**src/rtl/sfp_pkg.sv**
```systemverilog
package sfp_pkg;
  typedef struct packed {
    logic fall;
    logic rise;
  } tick_t;
endpackage

```
**src/rtl/sfp_sync_release.sv**
```systemverilog
module sfp_sync_release (
  input  logic clk,
  input  logic rst_n,
  input  logic sync_n,
  output logic hold
);
  logic clr_n;
  logic s1_q, s2_q;

  assign clr_n = rst_n & sync_n;

  always_ff @(posedge clk or negedge clr_n) begin
    if (!clr_n) begin
      s1_q <= 1'b0;
      s2_q <= 1'b0;
    end else begin
      s1_q <= 1'b1;
      s2_q <= s1_q;
    end
  end

  assign hold = ~s2_q;
endmodule

```
**src/rtl/sfp_clk_div.sv**
```systemverilog
module sfp_clk_div #(
  parameter int unsigned DIV_W = 8
) (
  input  logic               clk,
  input  logic               rst_n,
  input  logic               hold,
  input  logic [DIV_W-1:0]   div_half,
  output logic               clk_q,
  output sfp_pkg::tick_t     tick
);
  localparam int unsigned CW = DIV_W + 1;

  logic [DIV_W-1:0] cnt_q, cnt_d;
  logic             clk_d;
  logic [CW-1:0]    cnt_inc;
  logic             term;

  assign cnt_inc = {1'b0, cnt_q} + CW'(1);
  assign term    = (cnt_inc >= {1'b0, div_half});

  always_comb begin
    cnt_d = cnt_q;
    clk_d = clk_q;
    if (hold) begin
      cnt_d = '0;
      clk_d = 1'b1;
    end else if (term) begin
      cnt_d = '0;
      clk_d = ~clk_q;
    end else begin
      cnt_d = cnt_inc[DIV_W-1:0];
    end
  end

  always_comb begin
    tick.fall = ~hold & term & clk_q;
    tick.rise = ~hold & term & ~clk_q;
  end

  always_ff @(posedge clk or negedge rst_n) begin
    if (!rst_n) begin
      cnt_q <= '0;
      clk_q <= 1'b1;
    end else begin
      cnt_q <= cnt_d;
      clk_q <= clk_d;
    end
  end

  AST_HALF_BOUND: assert property (@(posedge clk) disable iff (!rst_n || hold)
    $stable(div_half) |-> ((cnt_q < div_half) || (cnt_q == '0)));
endmodule

```
**src/rtl/sfp_frame_seq.sv**
```systemverilog
module sfp_frame_seq #(
  parameter int unsigned DATA_W   = 24,
  parameter int unsigned SHORT_W  = 16,
  parameter int unsigned SKIP_CNT = 12
) (
  input  logic               clk,
  input  logic               rst_n,
  input  logic               hold,
  input  sfp_pkg::tick_t     tick,
  input  logic               frame_long,
  input  logic               smp_stb,
  input  logic [DATA_W-1:0]  smp_data,
  output logic               fs_q,
  output logic               ser_q,
  output logic               valid_q
);
  localparam int unsigned BCW = $clog2(DATA_W);
  localparam int unsigned VCW = $clog2(SKIP_CNT + 1);

  logic [DATA_W-1:0] sh_q, sh_d;
  logic [DATA_W-1:0] hdat_q, hdat_d;
  logic              hfull_q, hfull_d;
  logic              busy_q, busy_d;
  logic [BCW-1:0]    bcnt_q, bcnt_d;
  logic              fs_d, ser_d;
  logic [VCW-1:0]    vcnt_q, vcnt_d;
  logic [BCW-1:0]    last_idx;
  logic              at_end;

  assign last_idx = frame_long ? BCW'(DATA_W - 1) : BCW'(SHORT_W - 1);
  assign at_end   = ~busy_q | (bcnt_q == last_idx);

  always_comb begin
    sh_d    = sh_q;
    hdat_d  = hdat_q;
    hfull_d = hfull_q;
    busy_d  = busy_q;
    bcnt_d  = bcnt_q;
    fs_d    = fs_q;
    ser_d   = ser_q;
    vcnt_d  = vcnt_q;
    if (hold) begin
      sh_d    = '0;
      hdat_d  = '0;
      hfull_d = 1'b0;
      busy_d  = 1'b0;
      bcnt_d  = '0;
      fs_d    = 1'b0;
      ser_d   = 1'b0;
      vcnt_d  = '0;
    end else begin
      if (smp_stb) begin
        hfull_d = 1'b1;
        hdat_d  = smp_data;
      end
      if (tick.fall) begin
        if (!at_end) begin
          ser_d  = sh_q[DATA_W-1];
          sh_d   = sh_q << 1;
          bcnt_d = bcnt_q + BCW'(1);
          fs_d   = 1'b0;
        end else if (hfull_q) begin
          ser_d  = hdat_q[DATA_W-1];
          sh_d   = hdat_q << 1;
          bcnt_d = '0;
          busy_d = 1'b1;
          fs_d   = 1'b1;
          if (!smp_stb) begin
            hfull_d = 1'b0;
          end
          if (vcnt_q < VCW'(SKIP_CNT)) begin
            vcnt_d = vcnt_q + VCW'(1);
          end
        end else begin
          busy_d = 1'b0;
          fs_d   = 1'b0;
          ser_d  = 1'b0;
        end
      end
    end
  end

  always_ff @(posedge clk or negedge rst_n) begin
    if (!rst_n) begin
      sh_q    <= '0;
      hdat_q  <= '0;
      hfull_q <= 1'b0;
      busy_q  <= 1'b0;
      bcnt_q  <= '0;
      fs_q    <= 1'b0;
      ser_q   <= 1'b0;
      vcnt_q  <= '0;
    end else begin
      sh_q    <= sh_d;
      hdat_q  <= hdat_d;
      hfull_q <= hfull_d;
      busy_q  <= busy_d;
      bcnt_q  <= bcnt_d;
      fs_q    <= fs_d;
      ser_q   <= ser_d;
      vcnt_q  <= vcnt_d;
    end
  end

  assign valid_q = (vcnt_q == VCW'(SKIP_CNT));

  AST_FS_ON_FALL: assert property (@(posedge clk) disable iff (!rst_n)
    $rose(fs_q) |-> $past(tick.fall));

  AST_VALID_AFTER_HOLD: assert property (@(posedge clk) disable iff (!rst_n)
    $past(hold) |-> !valid_q);

  AST_LOAD_NEEDS_SAMPLE: assert property (@(posedge clk) disable iff (!rst_n)
    $rose(busy_q) |-> $past(hfull_q));
endmodule

```
**src/rtl/serial_frame_port.sv**
```systemverilog
module serial_frame_port #(
  parameter int unsigned DATA_W   = 24,
  parameter int unsigned SHORT_W  = 16,
  parameter int unsigned DIV_W    = 8,
  parameter int unsigned SKIP_CNT = 12
) (
  input  logic              clk_in,
  input  logic              rst_n,
  input  logic              sync_n,
  input  logic [DIV_W-1:0]  div_half,
  input  logic              frame_long,
  input  logic              smp_stb,
  input  logic [DATA_W-1:0] smp_data,
  output logic              bit_clk,
  output logic              frame_sync,
  output logic              ser_data,
  output logic              smp_valid
);
  logic           hold;
  logic           clk_q;
  sfp_pkg::tick_t tick;
  logic           fs_q, ser_q, valid_q;

  sfp_sync_release u_rel (
    .clk    (clk_in),
    .rst_n  (rst_n),
    .sync_n (sync_n),
    .hold   (hold)
  );

  sfp_clk_div #(.DIV_W(DIV_W)) u_div (
    .clk      (clk_in),
    .rst_n    (rst_n),
    .hold     (hold),
    .div_half (div_half),
    .clk_q    (clk_q),
    .tick     (tick)
  );

  sfp_frame_seq #(.DATA_W(DATA_W), .SHORT_W(SHORT_W), .SKIP_CNT(SKIP_CNT)) u_seq (
    .clk        (clk_in),
    .rst_n      (rst_n),
    .hold       (hold),
    .tick       (tick),
    .frame_long (frame_long),
    .smp_stb    (smp_stb),
    .smp_data   (smp_data),
    .fs_q       (fs_q),
    .ser_q      (ser_q),
    .valid_q    (valid_q)
  );

  assign bit_clk    = clk_q | hold;
  assign frame_sync = fs_q & ~hold;
  assign ser_data   = ser_q & ~hold;
  assign smp_valid  = valid_q & ~hold;

  AST_IDLE_WHILE_SYNC: assert property (@(posedge clk_in) disable iff (!rst_n)
    !sync_n |-> (bit_clk && !frame_sync && !smp_valid));

  AST_FS_NEEDS_CLK_LOW: assert property (@(posedge clk_in) disable iff (!rst_n)
    $rose(frame_sync) |-> !bit_clk);
endmodule

```
**config.mk**
```make
export PLATFORM = sky130hd
export DESIGN_NAME = serial_frame_port
export DESIGN_NICKNAME = d
export VERILOG_FILES = /design/src/rtl/sfp_pkg.sv /design/src/rtl/sfp_sync_release.sv /design/src/rtl/sfp_clk_div.sv /design/src/rtl/sfp_frame_seq.sv /design/src/rtl/serial_frame_port.sv
export SDC_FILE = /design/constraint.sdc
export NUM_CORES = 1
export LEC_CHECK = 0
export BUFFER_PORTS_ARGS = -buffer_cell sky130_fd_sc_hd__buf_2
export CORE_MARGIN = 3
export CORE_UTILIZATION = 60
export DETAILED_ROUTE_END_ITERATION = 12
export PLACE_DENSITY = 0.81
export SYNTH_ARGS = -nofsm -noshare
export SYNTH_HDL_FRONTEND = slang
export SYNTH_HIERARCHICAL = 1
export SYNTH_SLANG_ARGS = --single-unit
```
**constraint.sdc**
```tcl
create_clock -name clk_in -period 6.4 [get_ports clk_in]
set_clock_uncertainty 0.05 [all_clocks]
set_input_delay 1.28 -clock clk_in [delete_from_list [all_inputs] [get_ports clk_in]]
set_output_delay 1.28 -clock clk_in [all_outputs]
set_load 0.005 [all_outputs]
```
==> reports/metrics.cfg, run 1 <==
[floorplanning]
rows=29
core_um2=6460
die_h_um=88.4
die_area_um2=7810
num_io_pins=41
initial_core_util=0.631
chipWidth_um=88.4

[outcome]
outcome=finished, final reports clean

[routing]
vias=3361
drt-met1-wl_um=4270
vias_per_cell=6.38
route.met2.wl_um=4430
ant_nets=0
drt_iter0_markers=219
drcViolationCount=0
routedWlPerCell_um=18.0
dr.max_layer_used=met4
route.met3.wl_um=560
drt_wl_total_um=9470
firstDrtPassIters=5

[synthesis]
synth_cells=421
synth.avg_cell_area_um2=9.67
synth_area_um2=4070
ys_warn_count=6
synth_nets=470

[timing]
setup_violations=0
finalHoldViolCount=0
fmax_mhz=245
timing_worst_slew_pin_value_ns=1.12
fin_crit_ns=4.08
fin_crit_sh=0.638
max_slew_margin=0.255
slew_violations=0
setup_tns_ns=0
rsz0062_at_grt=false

[grt]
grt_pass1_vias=3425
gr-total-overflow=0
grt_max_degree=71
grt_usage=0.261
grt_pass1_wl_um=15900
antenna_found_initial=0

[place]
hpwl_um=5640
gp_congestion=0.808
portBuffers=40

[clock_network]
clock-sinks=71
cts_tree=yes
ctsResizeCount=0
clkTransAtPathRegs_ns=0.07
htree_levels=3
cts_buffers=9
insertion_delay_ns=0.35
cts_hold_buf=0
ctsRootBufferMaster=clkbuf_8
clockBufferDepth=2
post_cts_buffers=0

[worst_setup_path]
arrival_ns=4.26
endpoint=u_seq/sh_q[1]
startpoint=u_div/cnt_q[0]
cp_cell_sequence=ha_1, nand3_1, nor2_1, xor2_1, ha_1, a21o_1, a221o_1, a211oi_1, nor2b_1, nand3b_1, nand3_1, a32o_1
regToRegStartpoint=u_div/cnt_q[0]
crit_path_max_incr_delay_ns=0.72
end_kind=register
critPathMaxFanout=24
r2r_cells=12
r2r_slack_ns=2.32
critical_path_class=reg -> reg
critPathLaunchType=register
rr_endpoint=u_seq/sh_q[1]
worst_path_max_delay_cell=nand3_1
critical_path_required_ns=6.58

[hold_path]
hold_class=reg -> reg

[power_and_ir_drop]
power.internal_uw=760
leakage_uw=0.00210
power_density_nw_per_um2=219
switching_power_uw=228
clkPwrFrac=0.446
p_comb_frac=0.077
worst_ir_drop_vdd_mv=0.184
power_switching_share=0.231
p_seq_frac=0.477

[cells_and_area]
drive_above_1_share=0.167
num_antenna_cells=0
final_util=0.697
final_nets=494
area_growth_syn_to_layout_pct=10.6

[job]
cap_violations=0

-- placed cells by master (no fill, tap or decap), drive strengths merged, types with 2 or more instances in the layout --
master   count
xor2         3
buf         44
o21ai        8
nand2b       4
ha          12
inv         15
a21oi        6
clkinv       3
and3         4
nor2        30
a211o        2
dfrtp       70
a21o         3
or3         23
nor2b       10
clkbuf      10
a2bb2oi     22
o2111ai      2
or2          3
nand3b       2
and2b        3
o211ai      26
nand3       10
mux2i       25
a22o        23
and2         4
nand4        4
bufinv       3
xnor2        3
nand2       51
-- worst max-delay path, delay by kind of cell, from the launching register on --
kind	cells	cell delay (ns)
AOI/OAI and AO/OA	4	1.37
xor gates and xnor gates	1	0.21
adders and majority gates	2	0.47
DFF	1	0.42
and+or+nand+nor	5	1.42
-- worst min path at each step --
stage          depth (start not counted)  startpoint          to
3_5_place_dp                           0  u_rel/s1_q  u_rel/s2_q
6_report                               0  u_rel/s1_q  u_rel/s2_q
4_1_cts                                0  u_rel/s1_q  u_rel/s2_q
5_1_grt                                0  u_rel/s1_q  u_rel/s2_q
2_1_floorplan                          0  u_rel/s1_q  u_rel/s2_q
3_3_place_gp                           0  u_rel/s1_q  u_rel/s2_q
-- state kept, by name, indices dropped and copies added (netlist names), 4 cells and up --
signal	flops
u_div/cnt_q	8
u_seq/sh_q	23
u_seq/bcnt_q	5
u_seq/hdat_q	24
u_seq/vcnt_q	4
-- cell type report --
cell class,instances,area [µm²]
Tap cell,77,96.3
Fill cell,514,1950
Timing Repair Buffer,44,230
Sequential cell,71,1780
Multi-Input combinational cell,303,2090
Clock buffer,10,138
Inverter,16,60.1
Clock inverter,6,108
-- power groups by stage --
stage               logic, µW  clock network, µW  registers, µW
floorplan                49.5                  0            476
global placement         72.6                  0            479
detailed placement       76.4                  0            480
CTS                      76.8                446            471
global route             86.9                470            473
finish                   76.0                441            472
-- layer usage --
metal  vias to the layer above  track usage
li1                       1571            -
met1                      1631        0.355
met2                       137        0.398
met3                        22       0.0633
met4                         0        0.115
met5                         -            0
-- metrics by stage --
stage	total power [µW]	cell area, µm²	hold WS [ns]	std cells	worst slack [ns]
2_1_floorplan	526	4070	0.281	421	2.93
3_3_place_gp	552	4260	0.286	511	2.13
3_5_place_dp	556	4260	0.305	511	2.09
4_1_cts	994	4500	0.322	527	2.33
5_1_grt	1030	4500	0.331	527	1.97
6_report	989	4500	0.317	527	2.32
No activity file was read; power rests on OpenSTA's default activity.
==> run 2: changes to the inputs <==
--- a/config.mk
+++ b/config.mk
@@ -7,9 +7,9 @@
 export LEC_CHECK = 0
 export BUFFER_PORTS_ARGS = -buffer_cell sky130_fd_sc_hd__buf_2
 export CORE_MARGIN = 3
-export CORE_UTILIZATION = 60
+export CORE_UTILIZATION = 54
 export DETAILED_ROUTE_END_ITERATION = 12
-export PLACE_DENSITY = 0.81
+export PLACE_DENSITY = 0.77
 export SYNTH_ARGS = -nofsm -noshare
 export SYNTH_HDL_FRONTEND = slang
 export SYNTH_HIERARCHICAL = 1
==> constraint.sdc (replaced) <==
create_clock -name clk_in -period 3.45 [get_ports clk_in]
set_clock_uncertainty 0.05 [all_clocks]
set_input_delay 0.69 -clock clk_in [delete_from_list [all_inputs] [get_ports clk_in]]
set_output_delay 0.69 -clock clk_in [all_outputs]
set_load 0.005 [all_outputs]
==> reports/metrics.cfg, run 2 (same netlist as run 1, synthesis figures left out) <==
[clock_network]
insertion_delay_ns=0.34
post_cts_buffers=0
clkTransAtPathRegs_ns=0.08
htree_levels=3
cts_hold_buf=0
cts_tree=yes
clock-sinks=71
clockBufferDepth=2
cts_buffers=9
ctsRootBufferMaster=clkbuf_8

[cells_and_area]
final_common_cell=dfrtp_1
final_util=0.623
final_cell_area_um2=4540
num_antenna_cells=0
drive_above_1_share=0.177
final_nets=501
mostFrequentLayoutCells=dfrtp_1, nand2_1, buf_2
largest_reg_flops=24
area_growth_syn_to_layout_pct=11.5
top_register=u_seq/hdat_q
largest_registers=u_seq/hdat_q (24), u_seq/sh_q (23), u_div/cnt_q (8)

[routing]
ant_nets=0
drcViolationCount=0
drt_wl_total_um=9150
firstDrtPassIters=6
vias=3301
routedWlPerCell_um=16.5
drt_iter0_markers=229
vias_per_cell=5.94

[timing]
fin_crit_sh=0.940
whs_ns=0.172
max_slew_margin=0.480
slew_violations=0
timing_worst_slew_pin_value_ns=0.771
rsz0062_at_grt=false
fin_crit_ns=3.24
finalHoldViolCount=0
setup_tns_ns=0
fmax_mhz=308
setup_violations=0

[grt]
grt_usage=0.226
grt_max_degree=46
antenna_found_initial=0
gr-total-overflow=0
grt_pass1_vias=3209
grt_pass1_wl_um=15500

[worst_setup_path]
critical_path_required_ns=3.64
arrival_ns=3.43
r2r_slack_ns=0.21
critPathMaxFanout=24
end_kind=register
critical_path_class=reg -> reg
critPathLaunchType=register

[floorplanning]
core_um2=7290
initial_core_util=0.559
chipWidth_um=92.8
num_io_pins=41
die_h_um=92.8
rows=31
die_area_um2=8620

[job]
cap_violations=0

[place]
portBuffers=40
gp_congestion=0.887
hpwl_um=5910
dpl_cell_area_um2=4350

[hold_path]
hold_class=in -> async

[power_and_ir_drop]
worst_ir_drop_vdd_mv=0.218
power_density_nw_per_um2=360
leakage_uw=0.00211

[outcome]
outcome=finished, final reports clean

-- run 2: where the power goes --
part           switching (µW)  internal, µW
Clock                     311           299
Combinational            84.6          65.4
Sequential               20.1           854
Total                     415          1220
-- run 2: critical path, cell delays in order, from the launching register on --
cell	delay [ns]
dfrtp_1	0.42
ha_1	0.20
nand3_1	0.15
nor2_1	0.19
xor2_1	0.21
ha_1	0.27
a21o_1	0.16
a221o_1	0.40
a211oi_4	0.24
nor2b_2	0.16
nand3b_1	0.11
nand3_1	0.07
buf_4	0.22
a32o_1	0.28
-- run 2: path summary, 6_finish.rpt --
| check | from | to | depth (start not counted) |
|---|---|---|---|
| max in group asynchronous | rst_n | u_div/clk_q | 2 |
| max reg2reg | u_div/cnt_q[0] | u_seq/sh_q[1] | 13 |
| min reg2reg | u_rel/s1_q | u_rel/s2_q | 0 |
| min in group clk_in | u_rel/s1_q | u_rel/s2_q | 0 |
| max | u_div/cnt_q[0] | u_seq/sh_q[1] | 13 |
| min | sync_n | u_rel/s2_q | 2 |
-- run 2: layer usage --
metal | vias to the layer above | part of all wire | global-route usage | wire [µm]
li1 | 1585 | - | - | -
met5 | - | 0 | 0 | 0
met4 | 0 | 0.025 | 0.106 | 227
met1 | 1601 | 0.47 | 0.323 | 4290
met2 | 95 | 0.46 | 0.341 | 4250
met3 | 20 | 0.042 | 0.0276 | 387
-- run 2: area by class of cell --
cell class / instances / area (µm²)
well taps: 99 / 124
clock buffers: 13 / 159
clock inverters: 3 / 17.5
inverters: 16 / 60.1
repair buffers: 51 / 295
fillers: 620 / 2750
multi-input cells: 303 / 2110
flip-flops and latches: 71 / 1780
-- run 2: repair_timing --
action | 4_1_cts | 5_1_grt
endpoints found under the setup margin | 0 | 33
resized for setup | 0 | 3
endpoints found under the hold margin | 0 | 0
-- run 2: through the flow --
stage	worst slack (ns)	cells	power, µW
after floorplan	0.325	421	975
after global placement	0.225	540	1030
after detailed placement	0.0698	540	1040
after CTS	0.0332	556	1650
after global routing	0.0181	556	1700
final	0.208	556	1630
==> run 3: changes to the inputs <==
--- a/config.mk
+++ b/config.mk
@@ -10,6 +10,7 @@
 export CORE_UTILIZATION = 54
 export DETAILED_ROUTE_END_ITERATION = 12
 export PLACE_DENSITY = 0.77
+export RECOVER_POWER = 50
 export SYNTH_ARGS = -nofsm -noshare
 export SYNTH_HDL_FRONTEND = slang
 export SYNTH_HIERARCHICAL = 1
==> reports/metrics.cfg, run 3 (same netlist as run 1, synthesis figures left out) <==
[timing]
setup_slack_ns=0.211
rsz0062_at_grt=false
slew_violations=0
setup_tns_ns=0
fin_crit_sh=0.939
timing_worst_slew_pin_value_ns=1.42
setup_violations=0
fin_crit_ns=3.24
whs_ns=0.181
finalHoldViolCount=0
fmax_mhz=309
max_slew_margin=0.0543

[worst_setup_path]
critical_path_class=reg -> reg
critPathMaxFanout=24
regToRegStartpoint=u_div/cnt_q[0]
rr_endpoint=u_seq/sh_q[1]
endpoint=u_seq/sh_q[1]
r2r_slack_ns=0.21
arrival_ns=3.42
r2r_cells=13
startpoint=u_div/cnt_q[0]
end_kind=register
critical_path_required_ns=3.63
critPathLaunchType=register

[routing]
route.met2.wl_um=4230
routedWlPerCell_um=16.4
route.met3.wl_um=491
dr.max_layer_used=met4
vias_per_cell=5.94
drt_iter0_markers=228
ant_nets=0
drt_wl_total_um=9140
drcViolationCount=0
drt-met1-wl_um=4210
firstDrtPassIters=5
vias=3303

[clock_network]
insertion_delay_ns=0.34
ctsResizeCount=0
clock-sinks=71
cts_hold_buf=0
clkTransAtPathRegs_ns=0.07
ctsRootBufferMaster=clkbuf_8
cts_buffers=9
post_cts_buffers=0
clockBufferDepth=2
htree_levels=3
cts_tree=yes

[place]
hpwl_um=5910
dp_cells=540
portBuffers=40
gp_congestion=0.887
dpl_worst_slack_ns=0.0698

[power_and_ir_drop]
total_power_uw=1630
leakage_uw=0.00210
power_density_nw_per_um2=360
worst_ir_drop_vdd_mv=0.217

[floorplanning]
chipWidth_um=92.8
initial_core_util=0.559
die_h_um=92.8
num_io_pins=41
rows=31
die_area_um2=8620
core_um2=7290

[cells_and_area]
largest_registers=u_seq/hdat_q (24), u_seq/sh_q (23), u_div/cnt_q (8)
drive_above_1_share=0.171
top_register=u_seq/hdat_q
area_growth_syn_to_layout_pct=11.3
mostFrequentLayoutCells=dfrtp_1, nand2_1, buf_2
stdcell_count=556
final_common_cell=dfrtp_1
final_nets=501
num_antenna_cells=0
largest_reg_flops=24

[grt]
grt_max_degree=46
antenna_found_initial=0
grt_pass1_vias=3209
gr-total-overflow=0
grt_usage=0.226
grt_pass1_wl_um=15500

[hold_path]
hold_class=in -> async

[job]
cap_violations=0

[outcome]
outcome=finished, final reports clean

## run 3: how the worst min path moves through the flow
stage | from | to | slack [ns]
3_3_place_gp | u_rel/s1_q | u_rel/s2_q | 0.28
4_1_cts | sync_n | u_rel/s2_q | 0.16
3_5_place_dp | u_rel/s1_q | u_rel/s2_q | 0.29
6_report | sync_n | u_rel/s2_q | 0.18
5_1_grt | sync_n | u_rel/s2_q | 0.20
2_1_floorplan | u_rel/s1_q | u_rel/s2_q | 0.28
## run 3: critical path, cell delays in order (launching register included)
cell	delay, ns
dfrtp_1	0.42
ha_1	0.20
nand3_1	0.15
nor2_1	0.18
xor2_1	0.21
ha_1	0.27
a21o_1	0.16
a221o_1	0.40
a211oi_4	0.24
nor2b_2	0.16
nand3b_1	0.11
nand3_1	0.07
buf_4	0.22
a32o_1	0.29
## run 3: through the flow
stage	cell area [µm²]	utilization
after floorplan	4070	-
after global placement	4350	0.596
after detailed placement	4350	0.596
after CTS	4530	0.621
after global routing	4530	0.621
final	4530	0.621
## run 3: final cells by class
class	instances	area, µm²
fill	622	2760
multi-input combinational	303	2110
sequential	71	1780
timing repair buffer	51	287
clock buffer	13	159
tap	99	124
inverter	16	60.1
clock inverter	3	17.5
## run 3: power breakdown
| part | switching (µW) | internal, µW | leakage (µW) |
|---|---|---|---|
| logic | 84.3 | 64.2 | 0.00105 |
| clock network | 309 | 299 | 0.0000894 |
| registers | 20.2 | 854 | 0.000964 |
| total | 414 | 1220 | 0.00210 |
## run 3: per-layer routing
layer / track usage / vias up
met5: 0 / -
met4: 0.106 / 0
met3: 0.0276 / 16
met2: 0.341 / 114
met1: 0.323 / 1589
li1: - / 1584
